File: src/rtl/evr_pkg.sv
package evr_pkg;
  localparam int REC_BYTES = 16;
  localparam int REC_BITS  = REC_BYTES * 8;
  localparam int REC_SHIFT = $clog2(REC_BYTES);

  localparam logic [11:0] REG_BASE_LO  = 12'h008;
  localparam logic [11:0] REG_BASE_HI  = 12'h00C;
  localparam logic [11:0] REG_LEN      = 12'h010;
  localparam logic [11:0] REG_DOORBELL = 12'h400;

  localparam int CODE_MSB = 31;
  localparam int CODE_LSB = 28;
  localparam int INFO_MSB = 27;
  localparam int INFO_LSB = 24;

  typedef enum logic [1:0] {
    ST_IDLE = 2'd0,
    ST_SEND = 2'd1,
    ST_WAIT = 2'd2
  } wr_state_t;
endpackage

File: src/rtl/evr_cfg_regs.sv
module evr_cfg_regs
  import evr_pkg::*;
#(
  parameter int ADDR_W    = 64,
  parameter int PTR_W     = 16,
  parameter int RESET_LEN = 64
) (
  input  logic              clk,
  input  logic              rst_n,
  input  logic              cfg_we,
  input  logic [11:0]       cfg_addr,
  input  logic [31:0]       cfg_wdata,
  output logic [ADDR_W-1:0] ring_base,
  output logic [PTR_W-1:0]  ring_len,
  output logic [PTR_W-1:0]  rd_off
);
  localparam int HI_W = ADDR_W - 32;

  logic [31:0]     base_lo;
  logic [HI_W-1:0] base_hi;
  logic [PTR_W-1:0] aligned_wdata;

  // offsets are always whole records: drop the low bits
  always_comb begin
    aligned_wdata = cfg_wdata[PTR_W-1:0];
    aligned_wdata[REC_SHIFT-1:0] = '0;
  end

  always_ff @(posedge clk) begin
    if (!rst_n) begin
      base_lo  <= '0;
      base_hi  <= '0;
      ring_len <= PTR_W'(RESET_LEN);
      rd_off   <= '0;
    end else if (cfg_we) begin
      case (cfg_addr)
        REG_BASE_LO:  base_lo  <= cfg_wdata;
        REG_BASE_HI:  base_hi  <= cfg_wdata[HI_W-1:0];
        REG_LEN:      ring_len <= aligned_wdata;
        REG_DOORBELL: rd_off   <= aligned_wdata;
        default: ;
      endcase
    end
  end

  assign ring_base = {base_hi, base_lo};
endmodule

File: src/rtl/evr_ptr_ctrl.sv
module evr_ptr_ctrl
  import evr_pkg::*;
#(
  parameter int PTR_W = 16
) (
  input  logic             clk,
  input  logic             rst_n,
  input  logic             advance,
  input  logic             err_seen,
  input  logic [PTR_W-1:0] ring_len,
  input  logic [PTR_W-1:0] rd_off,
  output logic [PTR_W-1:0] wr_ptr,
  output logic             full
);
  logic [PTR_W:0]   sum;
  logic [PTR_W-1:0] nxt;

  always_comb begin
    sum = {1'b0, wr_ptr} + (PTR_W+1)'(REC_BYTES);
    if (sum >= {1'b0, ring_len}) nxt = PTR_W'(sum - {1'b0, ring_len});
    else                         nxt = PTR_W'(sum);
  end

  assign full = (nxt == rd_off);

  always_ff @(posedge clk) begin
    if (!rst_n)       wr_ptr <= '0;
    else if (advance) wr_ptr <= nxt;
  end

  // the offset only ever moves in whole records
  a_r1_ptr_aligned: assert property (@(posedge clk) disable iff (!rst_n)
    wr_ptr[REC_SHIFT-1:0] == '0);

  // a record is never committed into a full ring
  a_r5_no_overflow: assert property (@(posedge clk) disable iff (!rst_n)
    advance |-> !full);

  // the cycle that reports a failed write shows an unmoved offset
  a_r7_err_holds_ptr: assert property (@(posedge clk) disable iff (!rst_n)
    err_seen |-> $stable(wr_ptr));
endmodule

File: src/rtl/evr_write_fsm.sv
module evr_write_fsm
  import evr_pkg::*;
#(
  parameter int ADDR_W = 64,
  parameter int PTR_W  = 16
) (
  input  logic                clk,
  input  logic                rst_n,
  input  logic                cmp_valid,
  output logic                cmp_ready,
  input  logic [3:0]          cmp_code,
  input  logic [3:0]          cmp_info,
  input  logic                full,
  input  logic [ADDR_W-1:0]   ring_base,
  input  logic [PTR_W-1:0]    wr_ptr,
  output logic                mw_valid,
  input  logic                mw_ready,
  output logic [ADDR_W-1:0]   mw_addr,
  output logic [REC_BITS-1:0] mw_data,
  input  logic                rsp_valid,
  input  logic                rsp_err,
  output logic                advance,
  output logic                eob_pulse,
  output logic                werr_pulse
);
  wr_state_t state;
  logic [REC_BITS-1:0] rec;
  logic take_rsp;

  always_comb begin
    rec = '0;
    rec[CODE_MSB:CODE_LSB] = cmp_code;
    rec[INFO_MSB:INFO_LSB] = cmp_info;
  end

  assign cmp_ready = (state == ST_IDLE) && !full;
  assign mw_valid  = (state == ST_SEND);
  assign take_rsp  = (state == ST_WAIT) && rsp_valid;
  assign advance   = take_rsp && !rsp_err;

  always_ff @(posedge clk) begin
    if (!rst_n) begin
      state      <= ST_IDLE;
      mw_addr    <= '0;
      mw_data    <= '0;
      eob_pulse  <= 1'b0;
      werr_pulse <= 1'b0;
    end else begin
      eob_pulse  <= take_rsp && !rsp_err;
      werr_pulse <= take_rsp && rsp_err;
      case (state)
        ST_IDLE: if (cmp_valid && cmp_ready) begin
          mw_addr <= ring_base + ADDR_W'(wr_ptr);
          mw_data <= rec;
          state   <= ST_SEND;
        end
        ST_SEND: if (mw_ready) state <= ST_WAIT;
        ST_WAIT: if (rsp_valid) state <= ST_IDLE;
        default: state <= ST_IDLE;
      endcase
    end
  end

  // an offered request is held unchanged until taken
  a_r8_req_hold: assert property (@(posedge clk) disable iff (!rst_n)
    mw_valid && !mw_ready |=> mw_valid && $stable(mw_addr) && $stable(mw_data));

  // end-of-block lasts a single cycle
  a_r3_eob_single: assert property (@(posedge clk) disable iff (!rst_n)
    eob_pulse |=> !eob_pulse);

  // a failed write never also reports success
  a_r7_err_excl: assert property (@(posedge clk) disable iff (!rst_n)
    !(eob_pulse && werr_pulse));
endmodule

File: src/rtl/evr_ring_writer.sv
module evr_ring_writer
  import evr_pkg::*;
#(
  parameter int ADDR_W    = 64,
  parameter int PTR_W     = 16,
  parameter int RESET_LEN = 64
) (
  input  logic                clk,
  input  logic                rst_n,
  input  logic                cfg_we,
  input  logic [11:0]         cfg_addr,
  input  logic [31:0]         cfg_wdata,
  output logic [PTR_W-1:0]    wr_ptr,
  input  logic                cmp_valid,
  output logic                cmp_ready,
  input  logic [3:0]          cmp_code,
  input  logic [3:0]          cmp_info,
  output logic                mw_valid,
  input  logic                mw_ready,
  output logic [ADDR_W-1:0]   mw_addr,
  output logic [REC_BITS-1:0] mw_data,
  input  logic                rsp_valid,
  input  logic                rsp_err,
  output logic                eob_pulse,
  output logic                werr_pulse
);
  logic [ADDR_W-1:0] ring_base;
  logic [PTR_W-1:0]  ring_len;
  logic [PTR_W-1:0]  rd_off;
  logic              full;
  logic              advance;

  evr_cfg_regs #(.ADDR_W(ADDR_W), .PTR_W(PTR_W), .RESET_LEN(RESET_LEN)) u_cfg (
    .clk(clk), .rst_n(rst_n), .cfg_we(cfg_we), .cfg_addr(cfg_addr),
    .cfg_wdata(cfg_wdata), .ring_base(ring_base), .ring_len(ring_len),
    .rd_off(rd_off)
  );

  evr_ptr_ctrl #(.PTR_W(PTR_W)) u_ptr (
    .clk(clk), .rst_n(rst_n), .advance(advance), .err_seen(werr_pulse),
    .ring_len(ring_len), .rd_off(rd_off), .wr_ptr(wr_ptr), .full(full)
  );

  evr_write_fsm #(.ADDR_W(ADDR_W), .PTR_W(PTR_W)) u_fsm (
    .clk(clk), .rst_n(rst_n), .cmp_valid(cmp_valid), .cmp_ready(cmp_ready),
    .cmp_code(cmp_code), .cmp_info(cmp_info), .full(full),
    .ring_base(ring_base), .wr_ptr(wr_ptr), .mw_valid(mw_valid),
    .mw_ready(mw_ready), .mw_addr(mw_addr), .mw_data(mw_data),
    .rsp_valid(rsp_valid), .rsp_err(rsp_err), .advance(advance),
    .eob_pulse(eob_pulse), .werr_pulse(werr_pulse)
  );
endmodule

File: config.mk
export PLATFORM = sky130hd
export DESIGN_NAME = evr_ring_writer
export DESIGN_NICKNAME = d
export VERILOG_FILES = /design/src/rtl/evr_pkg.sv /design/src/rtl/evr_cfg_regs.sv /design/src/rtl/evr_ptr_ctrl.sv /design/src/rtl/evr_write_fsm.sv /design/src/rtl/evr_ring_writer.sv
export SDC_FILE = /design/constraint.sdc
export NUM_CORES = 1
export LEC_CHECK = 0
export BUFFER_PORTS_ARGS = -buffer_cell sky130_fd_sc_hd__buf_2
export CORE_MARGIN = 2
export CORE_UTILIZATION = 45
export DETAILED_ROUTE_END_ITERATION = 8
export HOLD_SLACK_MARGIN = 0.12
export PLACE_DENSITY_LB_ADDON = 0.2
export SLEW_MARGIN = 10
export SYNTH_ARGS = -nofsm -noshare
export SYNTH_HDL_FRONTEND = slang
export SYNTH_SLANG_ARGS = --single-unit
File: constraint.sdc
create_clock -name clk -period 7.4 [get_ports clk]
set_input_delay 1.48 -clock clk [delete_from_list [all_inputs] [get_ports clk]]
set_output_delay 1.48 -clock clk [all_outputs]
set_load 0.05 [all_outputs]
# --- Word-level counts from Yosys, hierarchy flattened ---
# Index checks and enable logic that the tools add are counted.
word_totals:
  register_bits: 180
  output_inout_bits: 212
  word_cells: 43
op_classes:
  magnitude_cmp: 1
  mux: 5
  n_eq_ne: 10
  add_sub_neg: 3
  reduce_logical: 14
ops:
  columns: ["operator", "n"]
  rows:
  - ["$add A64 B16 Y64", 1]
  - ["$eq A12 B4 Y1 const B", 2]
  - ["$add A16 B5 Y17 const B", 1]
  - ["$ge A17 B16 Y1", 1]
  - ["$eq A16 B16 Y1", 1]
  - ["$mux W16", 1]
  - ["$sub A16 B16 Y16", 1]
  - ["$eq A12 B11 Y1 const B", 1]
  - ["$eq A12 B5 Y1 const B", 1]
  - ["$reduce_and A2 Y1", 5]
  - ["$mux W2", 3]
  - ["$pmux W2 S3", 1]
  - ["$logic_and A1 B1 Y1", 5]
  - ["$ne A2 B2 Y1 const B", 2]
  - ["$reduce_and A3 Y1", 1]
  - ["$eq A2 B1 Y1 const B", 1]
  - ["$eq A2 B2 Y1 const B", 1]
  - ["$logic_not A1 Y1", 2]
  - ["$logic_not A2 Y1", 1]
  - ["$ne A2 B1 Y1 const B", 1]

# --- Logic depth before layout (Yosys ltp) ---
# Gate-level depths: netlist (run 1).
depth:
  ltp_word: 9
  mapped_depth: 20
  ltp_nobuf: 15

# --- Cells and area by module ---
# Synthesis (run 1) repeated with hierarchy kept, for this count alone.
unflattened:
  hier_cells: 1426
  area_unflattened_um2: 11413.4
modules_own_cells:
  columns: ["mod", "area_per_inst_um2", "instances", "cells_per_inst"]
  rows:
  - ["evr_write_fsm", 5840.6, 1, 755]
  - ["evr_cfg_regs", 3139.3, 1, 350]
  - ["evr_ptr_ctrl", 2433.6, 1, 321]

# --- Least setup slack after synthesis (run 1) ---
# OpenSTA, ideal clock, no wires.
synth_timing:
  path_type: "register -> output"
  startpoint: "register u_ptr.wr_ptr[4]"
  endpoint: "output cmp_ready"
  arrival_time_ns: 5.125
  path_slack_ns: 0.795
  path_stages_with_launch: 16
  path_cell_list: "dfxtp_1 > ha_1 > and4_1 > nand4_1 > xor2_1 > inv_1 > ha_1 > clkbuf_2 > nand4_1 > or4_1 > and3_4 > or4_4 > and4_4 > o211ai_2 > nor4_4 > a21boi_0"
synth_between:
  elab_chain_len: 6
synth_rtl:
  columns: ["element", "line_no", "text"]
  rows:
  - ["start: declaration", "evr_ptr_ctrl.sv:12", "output logic [PTR_W-1:0] wr_ptr,"]
  - ["start signal: assignment", "evr_ptr_ctrl.sv:28", "else if (advance) wr_ptr <= nxt;"]
  - ["$add A16 B5 Y17 (*)", "evr_ptr_ctrl.sv:19", "sum = {1'b0, wr_ptr} + (PTR_W+1)'(REC_BYTES);"]
  - ["$sub A16 B16 Y16 / $ge A17 B16 Y1 (equally long branches)", "evr_ptr_ctrl.sv:20", "if (sum >= {1'b0, ring_len}) nxt = PTR_W'(sum - {1'b0, ring_len});"]
  - ["$mux W16 (*)", "evr_ptr_ctrl.sv:20", null]
  - ["$eq A16 B16 Y1 (*)", "evr_ptr_ctrl.sv:24", "assign full = (nxt == rd_off);"]
  - ["$logic_not A1 Y1 (*)", "evr_write_fsm.sv:36", "assign cmp_ready = (state == ST_IDLE) && !full;"]
  - ["$logic_and A1 B1 Y1 (*)", "evr_write_fsm.sv:36", null]
  - ["end: declaration", "evr_ring_writer.sv:15", "output logic cmp_ready,"]
# Mark *: on every way between the ends. The rest lies on a longest branch, timed or not.

# --- Worst setup path after layout (run 1) ---
# Same ends and word-level chain as after synthesis.

==> run_results.csv, run 1 <==
group,metric,value,unit
status,status,"completed",
critical_path,critPathArrivalTime,5360,ps
yosys,yosysUniqueCellTypes,62,
placement,hpwl,20600,um
sta,maxSlewViolCount,0,
finish,drive_gt1_frac,0.135,
finish,diodes,0,
finish,fin_util,0.503,
pwr,ir_drop,0.144,mV
grt,overflow,0,
route,wl_met3,1560,um
grt,grt_use_total,0.220,
route,wl_per_cell,15.9,um
cts,clockRootBuffer,"clkbuf_16",
sta,hold_viol,0,
pwr,p_leak,5.03,nW
cts,clkLatencyLatePin,430,ps
sta,setup_violations,0,
cts,cts_buffers,17,
yosys,syn_area,10400,sq um
route,totalWireLength,27400,um
cts,clock-sinks,176,
sta,finClkSkew,8.40,ps
route,wl_met1,13200,um
cts,post-cts-setup-buffers,0,
hold_path,hold_path_class,"reg2reg",
yosys,yosysWarnings,0,
floorplan,rows,55,
sta,tightest_slew,1210,ps
sta,max_freq,146,MHz
sta,slew_headroom,0.192,
pwr,power_density,194,nW/um^2
route,wl_met2,12300,um
route,topRoutingLayerUsed,"met4",
yosys,synth-async-reset-ratio,0,
finish,syn2layout_area_growth,9.56,%
grt,grt_pass1_vias,7694,
critical_path,crit_fanout,16,
placement,place.gp.congestion,0.879,
floorplan,dieArea,24300,sq um
cts,cts_buffer_depth,2,
critical_path,endpoint_kind,"primary output",
route,drt_iter0_drc,708,
grt,grt_pass1_wl,42000,um
cts,cts_tree,"yes",
finish,fin_nets,1511,
pwr,p_total,0.00221,W
critical_path,worst_setup_path_start_kind,"flip-flop",
grt,antenna_found_initial,0,
yosys,synth_edf_count,0,
floorplan,die_w,156,um
cts,cts_resized,0,
route,vias,8732,
cts,cts-hold-fix-buffers,0,
critical_path,crit_start,"u_ptr.wr_ptr[4]",
sta,min_period,6840,ps
route,ant_nets,0,
critical_path,critical_path_class,"reg2out",
cts,clk_pin_slew,70,ps
run,drv_cap,0,
placement,postPlaceCellArea,10800,sq um
floorplan,initial_utilization,0.459,
placement,port_buffers,146,
sta,fin_tns_setup,0,ps
grt,grt_max_degree,86,
sta,rsz0062_at_grt,"false",
route,routed_via_density,5.07,
sta,post-route-period-util,0.925,
yosys,synth_cells,1324,
yosys,ys_seq_elements,176,
finish,stdcell_area,11400,sq um
finish,n_fill_cell,2324,
hold_path,hp-start,"u_fsm.mw_addr[0]",
floorplan,core,22600,sq um
critical_path,critPathRequiredTime,5920,ps
yosys,synthFlopType,"dfxtp_1",
floorplan,die_h,156,um
sta,fin_hold_ws,453,ps
cts,htreeDepth,4,
yosys,seq_area_frac_synth,0.339,
yosys,syn_avg_cell_area,7.85,sq um
floorplan,ios,271,
route,drtPass1Iterations,5,
route,drc,0,
critical_path,timing.rr.start,"u_ptr.wr_ptr[4]",
[power breakdown]
group	leakage, nW	internal [W]	switching, W
Clock	0.303	0.000578	0.000390
Combinational	3.31	0.0000495	0.000238
Sequential	1.42	0.000952	0.00000331
Total	5.03	0.00158	0.000631
[Yosys cell counts (4+ instances only)]
master,instances,area [sq um]
a211oi_1,8,60.1
a21o_1,10,75.1
a21oi_1,92,460
a22oi_1,4,30.0
a31oi_1,4,25.0
and2_1,4,25.0
and3_1,14,87.6
and4_1,6,52.6
buf_4,128,961
clkbuf_1,58,218
dfxtp_1,176,3520
ha_1,25,313
inv_1,36,135
mux2i_1,100,1000
nand2_1,314,1180
nand2b_1,6,37.5
nand3_1,36,180
nand3b_1,6,45.0
nand4_1,25,156
nor2_1,70,263
nor2b_1,4,25.0
nor3_1,26,130
nor3b_1,4,30.0
nor4_1,11,68.8
o211ai_1,4,30.0
o21ai_0,18,90.1
o21bai_1,4,30.0
or4_1,4,30.0
xnor2_1,36,315
xor2_1,47,412
[registers in the layout, summed over array words and instances, names as in the netlist]
signal / cells
u_fsm.werr_pulse: 1
u_fsm.state: 2
u_cfg.base_lo: 32
u_fsm.eob_pulse: 1
u_fsm.mw_data: 8
u_fsm.mw_addr: 64
u_cfg.rd_off: 12
u_cfg.base_hi: 32
u_cfg.ring_len: 12
u_ptr.wr_ptr: 12
[cells in the final DEF, fill, tap and decap left out, types with 26 or more instances in the layout]
master	n
inv_1	35
a21oi_1	92
dfxtp_1	176
nor2_1	70
nand2_1	314
nand3_1	36
xor2_1	47
xnor2_1	36
buf_2	145
mux2i_1	100
nor3_1	26
conb_1	124
[per-stage QoR]
step / instances / setup slack, ps
finish: 1722 / 556
floorplan: 1447 / 795
global route: 1722 / 213
CTS: 1722 / 583
global placement: 1691 / 1160
detailed placement: 1691 / 1070
[layout make-up]
cell class / instances / area (sq um) / share of cell area
well taps: 285 / 357 / 0.0313
clock buffers: 20 / 447 / 0.0392
inverters: 36 / 135 / 0.0119
multi-input cells: 1039 / 5950 / 0.522
clock inverters: 11 / 179 / 0.0157
repair buffers: 155 / 801 / 0.0703
flip-flops and latches: 176 / 3520 / 0.309
[layer usage]
layer | global-route usage | up-vias
li1 | - | 4397
met1 | 0.320 | 4039
met2 | 0.339 | 276
met3 | 0.0350 | 20
met4 | 0.0537 | 0
met5 | 0 | -
[kinds of logic after synthesis]
kind of cell | Yosys count | share of synthesized area
buffers and inverters | 232 | 0.134
other | 1 | 0.000361
DFF | 176 | 0.339
adders and majority gates | 27 | 0.0339
muxes | 100 | 0.0963
and+or+nand+nor | 541 | 0.233
xor gates and xnor gates | 83 | 0.0699
AOI/OAI and AO/OA | 164 | 0.0936
[path summary, 6_finish.rpt]
path                                     endpoint  slack [ps]  cells past startpoint
worst max-delay path                    cmp_ready         560                     15
worst min-delay path             u_fsm.mw_addr[0]         450                      2
worst max register to register  u_fsm.mw_addr[51]        1600                     16
worst min register to register   u_fsm.mw_addr[0]         450                      2
[critical path, stage by stage (launching register included)]
cell and delay (ps):
dfxtp_1 530, ha_1 310, and4_1 300, nand2_1 80, xor2_1 210, inv_1 120, ha_1 400, a21oi_1 380
o21bai_1 220, nand2b_1 150, nand3_1 540, or4_1 700, o31a_1 150, nor4_4 420, a21boi_0 160, buf_2 240
Note: power is estimated with default switching activity, not from simulation.
==> run 2, diff against run 1 <==
SYNTH_HIERARCHICAL = 1   (was unset)
==> run_results.csv, run 2 <==
group,metric,value,unit
sta,tightest_slew,1240,ps
pwr,p_comb_frac,0.171,
finish,fin_cells,1868,
floorplan,initial_utilization,0.456,
yosys,syn_area,11400,sq um
hold_path,hold_path_class,"reg2reg",
cts,cts-hold-fix-buffers,0,
placement,dpl_worst_slack,1020,ps
critical_path,worst_setup_path_start_kind,"flip-flop",
critical_path,ff2ff_path_depth,20,
grt,grt_use_total,0.257,
hold_path,min_to,"u_fsm/mw_data[26]",
sta,rsz0062_at_grt,"false",
yosys,yosysMostFrequentCell,"dfxtp_1",
yosys,synth.area.top_cells,"dfxtp_1, buf_4, o21ai_0, nand3_1, nand2_1",
yosys,seq_area_frac_synth,0.316,
finish,final_common_cell,"dfxtp_1",
pwr,switchingPower,0.000789,W
cts,clk_pin_slew,70,ps
route,drtPass1Iterations,6,
critical_path,critPathArrivalTime,5560,ps
cts,cts_tree,"yes",
yosys,netlist_top_cells_count,"dfxtp_1, o21ai_0, nand2_1",
grt,grt_max_degree,111,
cts,clkLatencyLatePin,430,ps
finish,drive_gt1_frac,0.153,
cts,cts_buffer_depth,2,
route,totalWireLength,35400,um
run,drv_cap,0,
critical_path,slowest_delay,710,ps
cts,clock-sinks,180,
grt,grt_pass1_wl,52900,um
critical_path,crit_fanout,39,
sta,slew_headroom,0.176,
status,status,"completed",
critical_path,critPathRequiredTime,5920,ps
floorplan,core,25000,sq um
yosys,ys_seq_elements,180,
hold_path,hold_depth,2,
cts,htreeDepth,4,
cts,cts_resized,0,
floorplan,dieArea,26700,sq um
critical_path,critical_path_class,"reg2out",
finish,regMostFlops,"u_fsm/mw_addr",
sta,layout_setup_ws,364,ps
yosys,synth_cells,1426,
pwr,cell_internal_pwr,0.00156,W
placement,dp_cells,1836,
cts,clockRootBuffer,"clkbuf_16",
grt,grt-busiest-layer,"met2",
sta,finClkSkew,11.8,ps
finish,fin_nets,1619,
yosys,synthFlopType,"dfxtp_1",
critical_path,path_cells,"ha_1, nand3_1, nor2_1, and3_1, xor2_1, ha_1, a21o_1, a21oi_1, nand4b_1, o31a_4, a2111oi_2, o21ai_1, a21oi_1, nand4_1, a2111oi_2, nor3_1, buf_2",
critical_path,r2r-end,"u_fsm/mw_addr[22]",
placement,place.gp.congestion,0.963,
finish,syn2layout_area_growth,8.25,%
finish,layout_common_cells,"dfxtp_1, o21ai_0, buf_2",
finish,top_regs,"u_fsm/mw_addr: 64 flops, u_cfg/base_hi: 32 flops, u_cfg/base_lo: 32 flops",
yosys,syn_avg_cell_area,8.00,sq um
floorplan,ios,271,
pwr,power_density,190,nW/um^2
hold_path,hp-start,"u_fsm/mw_data[26]",
grt,grt_use_met1,0.374,
placement,port_buffers,150,
sta,post-route-period-util,0.951,
grt,met2_usage,0.396,
grt,antenna_found_initial,0,
yosys,yosysTopAreaCell,"dfxtp_1",
finish,largest_register_ffs,64,
sta,hold_viol,0,
pwr,seqPwrFrac,0.427,
sta,fin_tns_setup,0,ps
yosys,yosysUniqueCellTypes,94,
critical_path,endpoint_kind,"primary output",
pwr,ir_drop,0.125,mV
route,drt_iter0_drc,980,
yosys,synth_edf_count,0,
finish,fin_util,0.494,
floorplan,die_w,163,um
pwr,switching_share,0.336,
sta,max_freq,142,MHz
critical_path,r2r_slack,1120,ps
yosys,synth-async-reset-ratio,0,
cts,post-cts-setup-buffers,0,
finish,diodes,0,
sta,maxSlewViolCount,0,
pwr,p_clk_frac,0.402,
critical_path,critPathSlowestCell,"a2111oi_2",
sta,min_period,7040,ps
grt,overflow,0,
yosys,yosysWarnings,6,
grt,met3_usage,0.0338,
placement,hpwl,27000,um
floorplan,rows,58,
grt,grt_pass1_vias,9089,
yosys,synth_top_area_share,0.316,
critical_path,timing.rr.start,"u_ptr/wr_ptr[4]",
route,drc,0,
route,wl_per_cell,19.0,um
cts,cts_buffers,17,
route,routed_via_density,5.62,
route,vias,10500,
sta,setup_violations,0,
floorplan,die_h,163,um
route,ant_nets,0,
sta,fin_hold_ws,452,ps
pwr,p_leak,4.95,nW
[run 2: changes by cell type in the layout (fill, tap and decap cells not counted), sizes merged, moves of 13 or more]
cell,change
nand2,-173
o21ai,+138
nand3,+85
mux2i,-74
xor2,-26
a31oi,+16
inv,+15
a211oi,+13
xnor2,+13
[run 2: per-layer routing]
layer | up-vias | share of wire
li1 | 5063 | -
met5 | - | 0
met2 | 446 | 0.45
met1 | 4959 | 0.46
met4 | 0 | 0.018
met3 | 38 | 0.074
[run 2: area by class of cell]
cell class,count,area (sq um)
Multi-Input combinational cell,1120,6720
Fill cell,2582,12700
Clock buffer,18,439
Sequential cell,180,3600
Timing Repair Buffer,159,821
Clock inverter,14,180
Inverter,47,176
Tap cell,330,413
[run 2: kinds of logic after synthesis]
logic type,after synthesis,share of synthesized area
other,2,0.000658
AND/OR/NAND/NOR,490,0.222
adder cells (fa/ha/maj),35,0.0397
AO/OA/AOI/OAI,371,0.208
multiplexers,26,0.0228
XOR/XNOR,70,0.0537
buffers and inverters,252,0.137
flip-flops,180,0.316
[run 2: worst max path at each step]
stage	from	end	slack (ps)
2_1_floorplan	u_ptr/wr_ptr[4]	cmp_ready	1130
3_3_place_gp	u_ptr/wr_ptr[4]	cmp_ready	1070
3_5_place_dp	u_ptr/wr_ptr[4]	cmp_ready	1020
4_1_cts	u_ptr/wr_ptr[4]	cmp_ready	530
5_1_grt	u_ptr/wr_ptr[4]	cmp_ready	110
6_report	u_ptr/wr_ptr[4]	cmp_ready	360
[run 2: stage by stage]
step | total power (W) | cell area, sq um
6_report | 0.00235 | 12400
3_5_place_dp | 0.00143 | 11700
3_3_place_gp | 0.00142 | 11700
4_1_cts | 0.00236 | 12400
5_1_grt | 0.00244 | 12400
2_1_floorplan | 0.00141 | 11900
[run 2: critical path, delay by kind of cell (launching register included)]
kind            cells  cell delay (ps)
flops               1              540
fa+ha+maj           2              660
xor+xnor            1              290
compound gates      7             2270
simple gates        6             1110
buf+inv             1              260
[run 2: power by group through the flow]
| stage | sequential, W | combinational, W | clock (W) |
|---|---|---|---|
| 2_1_floorplan | 0.00110 | 0.000305 | 0 |
| 3_3_place_gp | 0.00103 | 0.000398 | 0 |
| 3_5_place_dp | 0.00103 | 0.000399 | 0 |
| 4_1_cts | 0.00100 | 0.000400 | 0.000960 |
| 5_1_grt | 0.00101 | 0.000426 | 0.00100 |
| 6_report | 0.00100 | 0.000401 | 0.000945 |
==> run 3, diff against run 2 <==
clock period = 7.66 ns   (was 7.4 ns; I/O delays follow)
==> run_results.csv, run 3 (same netlist as run 2, synthesis figures left out) <==
group,metric,value,unit
sta,post-route-period-util,0.927,
sta,min_period,7100,ps
floorplan,dieArea,26700,sq um
cts,clkLatencyLatePin,440,ps
route,routed_via_density,5.60,
status,status,"completed",
pwr,power_density,182,nW/um^2
route,totalWireLength,35400,um
grt,grt_max_degree,79,
finish,largest_register_ffs,64,
critical_path,critPathArrivalTime,5570,ps
sta,maxSlewViolCount,0,
pwr,switching_share,0.345,
sta,rsz0062_at_grt,"false",
finish,layout_common_cells,"dfxtp_1, o21ai_0, buf_2",
pwr,ir_drop,0.140,mV
sta,slew_headroom,0.163,
critical_path,r2r-end,"u_fsm/mw_addr[63]",
critical_path,r2r_slack,1310,ps
cts,cts_resized,0,
critical_path,worst_setup_path_start_kind,"flip-flop",
grt,antenna_found_initial,0,
route,drt_iter0_drc,847,
grt,grt_pass1_vias,9134,
pwr,cell_internal_pwr,0.00147,W
cts,cts_tree,"yes",
finish,drive_gt1_frac,0.153,
pwr,p_clk_frac,0.396,
finish,fin_cells,1868,
floorplan,die_w,163,um
placement,place.gp.congestion,0.963,
finish,ff_latch_area,3600,sq um
floorplan,core,25000,sq um
critical_path,ff2ff_path_depth,21,
hold_path,hp-start,"u_fsm/mw_data[28]",
cts,clk_pin_slew,70,ps
cts,cts-hold-fix-buffers,0,
route,ant_nets,0,
sta,fin_tns_setup,0,ps
route,drtPass1Iterations,5,
sta,finClkSkew,16.0,ps
placement,dp_cells,1836,
placement,hpwl,27100,um
finish,top_regs,"u_fsm/mw_addr: 64 flops, u_cfg/base_hi: 32 flops, u_cfg/base_lo: 32 flops",
cts,clockRootBuffer,"clkbuf_16",
finish,final_common_cell,"dfxtp_1",
pwr,p_comb_frac,0.172,
hold_path,hold_path_class,"reg2reg",
critical_path,crit_fanout,39,
pwr,p_leak,4.93,nW
run,drv_cap,0,
cts,cts_buffers,17,
route,drc,0,
finish,fin_nets,1619,
critical_path,endpoint_kind,"primary output",
sta,max_freq,141,MHz
route,wl_per_cell,18.9,um
pwr,seqPwrFrac,0.432,
finish,diodes,0,
cts,htreeDepth,4,
cts,clock-sinks,180,
finish,regMostFlops,"u_fsm/mw_addr",
critical_path,timing.rr.start,"u_ptr/wr_ptr[4]",
sta,tightest_slew,1260,ps
finish,multi_input_area,6720,sq um
route,vias,10500,
floorplan,ios,271,
floorplan,initial_utilization,0.456,
sta,setup_violations,0,
sta,hold_viol,0,
finish,n_fill_cell,2563,
hold_path,min_to,"u_fsm/mw_data[28]",
cts,cts_buffer_depth,2,
cts,post-cts-setup-buffers,0,
placement,port_buffers,150,
critical_path,critical_path_class,"reg2out",
finish,fin_util,0.493,
hold_path,hold_depth,2,
grt,grt_use_total,0.258,
pwr,switchingPower,0.000776,W
floorplan,rows,58,
grt,grt_pass1_wl,52600,um
floorplan,die_h,163,um
critical_path,critPathRequiredTime,6130,ps
grt,overflow,0,
finish,syn2layout_area_growth,8.06,%
-- run 3: stage by stage --
step	worst slack [ps]	instance area, sq um	hold WS, ps	total power (W)
after global placement	1300	11700	436	0.00138
after floorplan	1340	11900	440	0.00136
final	562	12300	453	0.00225
after detailed placement	1160	11700	443	0.00138
after global routing	277	12300	461	0.00232
after CTS	663	12300	451	0.00226
-- run 3: power by group through the flow --
stage	Combinational (W)	Sequential [W]	Clock, W
global placement	0.000384	0.000991	0
floorplan	0.000295	0.00107	0
detailed placement	0.000386	0.000992	0
global route	0.000411	0.000972	0.000940
CTS	0.000386	0.000970	0.000905
finish	0.000387	0.000970	0.000889
-- run 3: per-layer routing --
layer / GRT usage / routed length (um)
met1: 0.357 / 16000
met2: 0.411 / 16200
met3: 0.0462 / 2420
met4: 0.0704 / 653
met5: 0 / 0
-- run 3: cell type report --
type                    instances  share of cell area
clock buffers                  17              0.0345
clock inverters                15              0.0139
flip-flops and latches        180               0.292
well taps                     330              0.0335
inverters                      47              0.0143
repair buffers                159              0.0666
multi-input cells            1120               0.545
-- run 3: worst max-delay path, cell delays in order (launching register included) --
cell	delay, ps
dfxtp_1	540
ha_1	310
nand3_1	220
nor2_1	240
and3_1	210
xor2_1	320
ha_1	360
a21o_1	180
a21oi_1	200
nand4b_1	150
o31a_4	470
a2111oi_2	380
o21ai_1	110
a21oi_1	220
nand4_1	140
a2111oi_2	630
nor3_1	160
buf_2	260
-- run 3: worst max-delay path by stage --
stage                    startpoint  cells past startpoint  slack, ps        end
floorplan           u_ptr/wr_ptr[4]                     16       1340  cmp_ready
global placement    u_ptr/wr_ptr[4]                     17       1300  cmp_ready
detailed placement  u_ptr/wr_ptr[4]                     17       1160  cmp_ready
CTS                 u_ptr/wr_ptr[4]                     17        660  cmp_ready
global route        u_ptr/wr_ptr[4]                     15        280  cmp_ready
finish              u_ptr/wr_ptr[4]                     17        560  cmp_ready
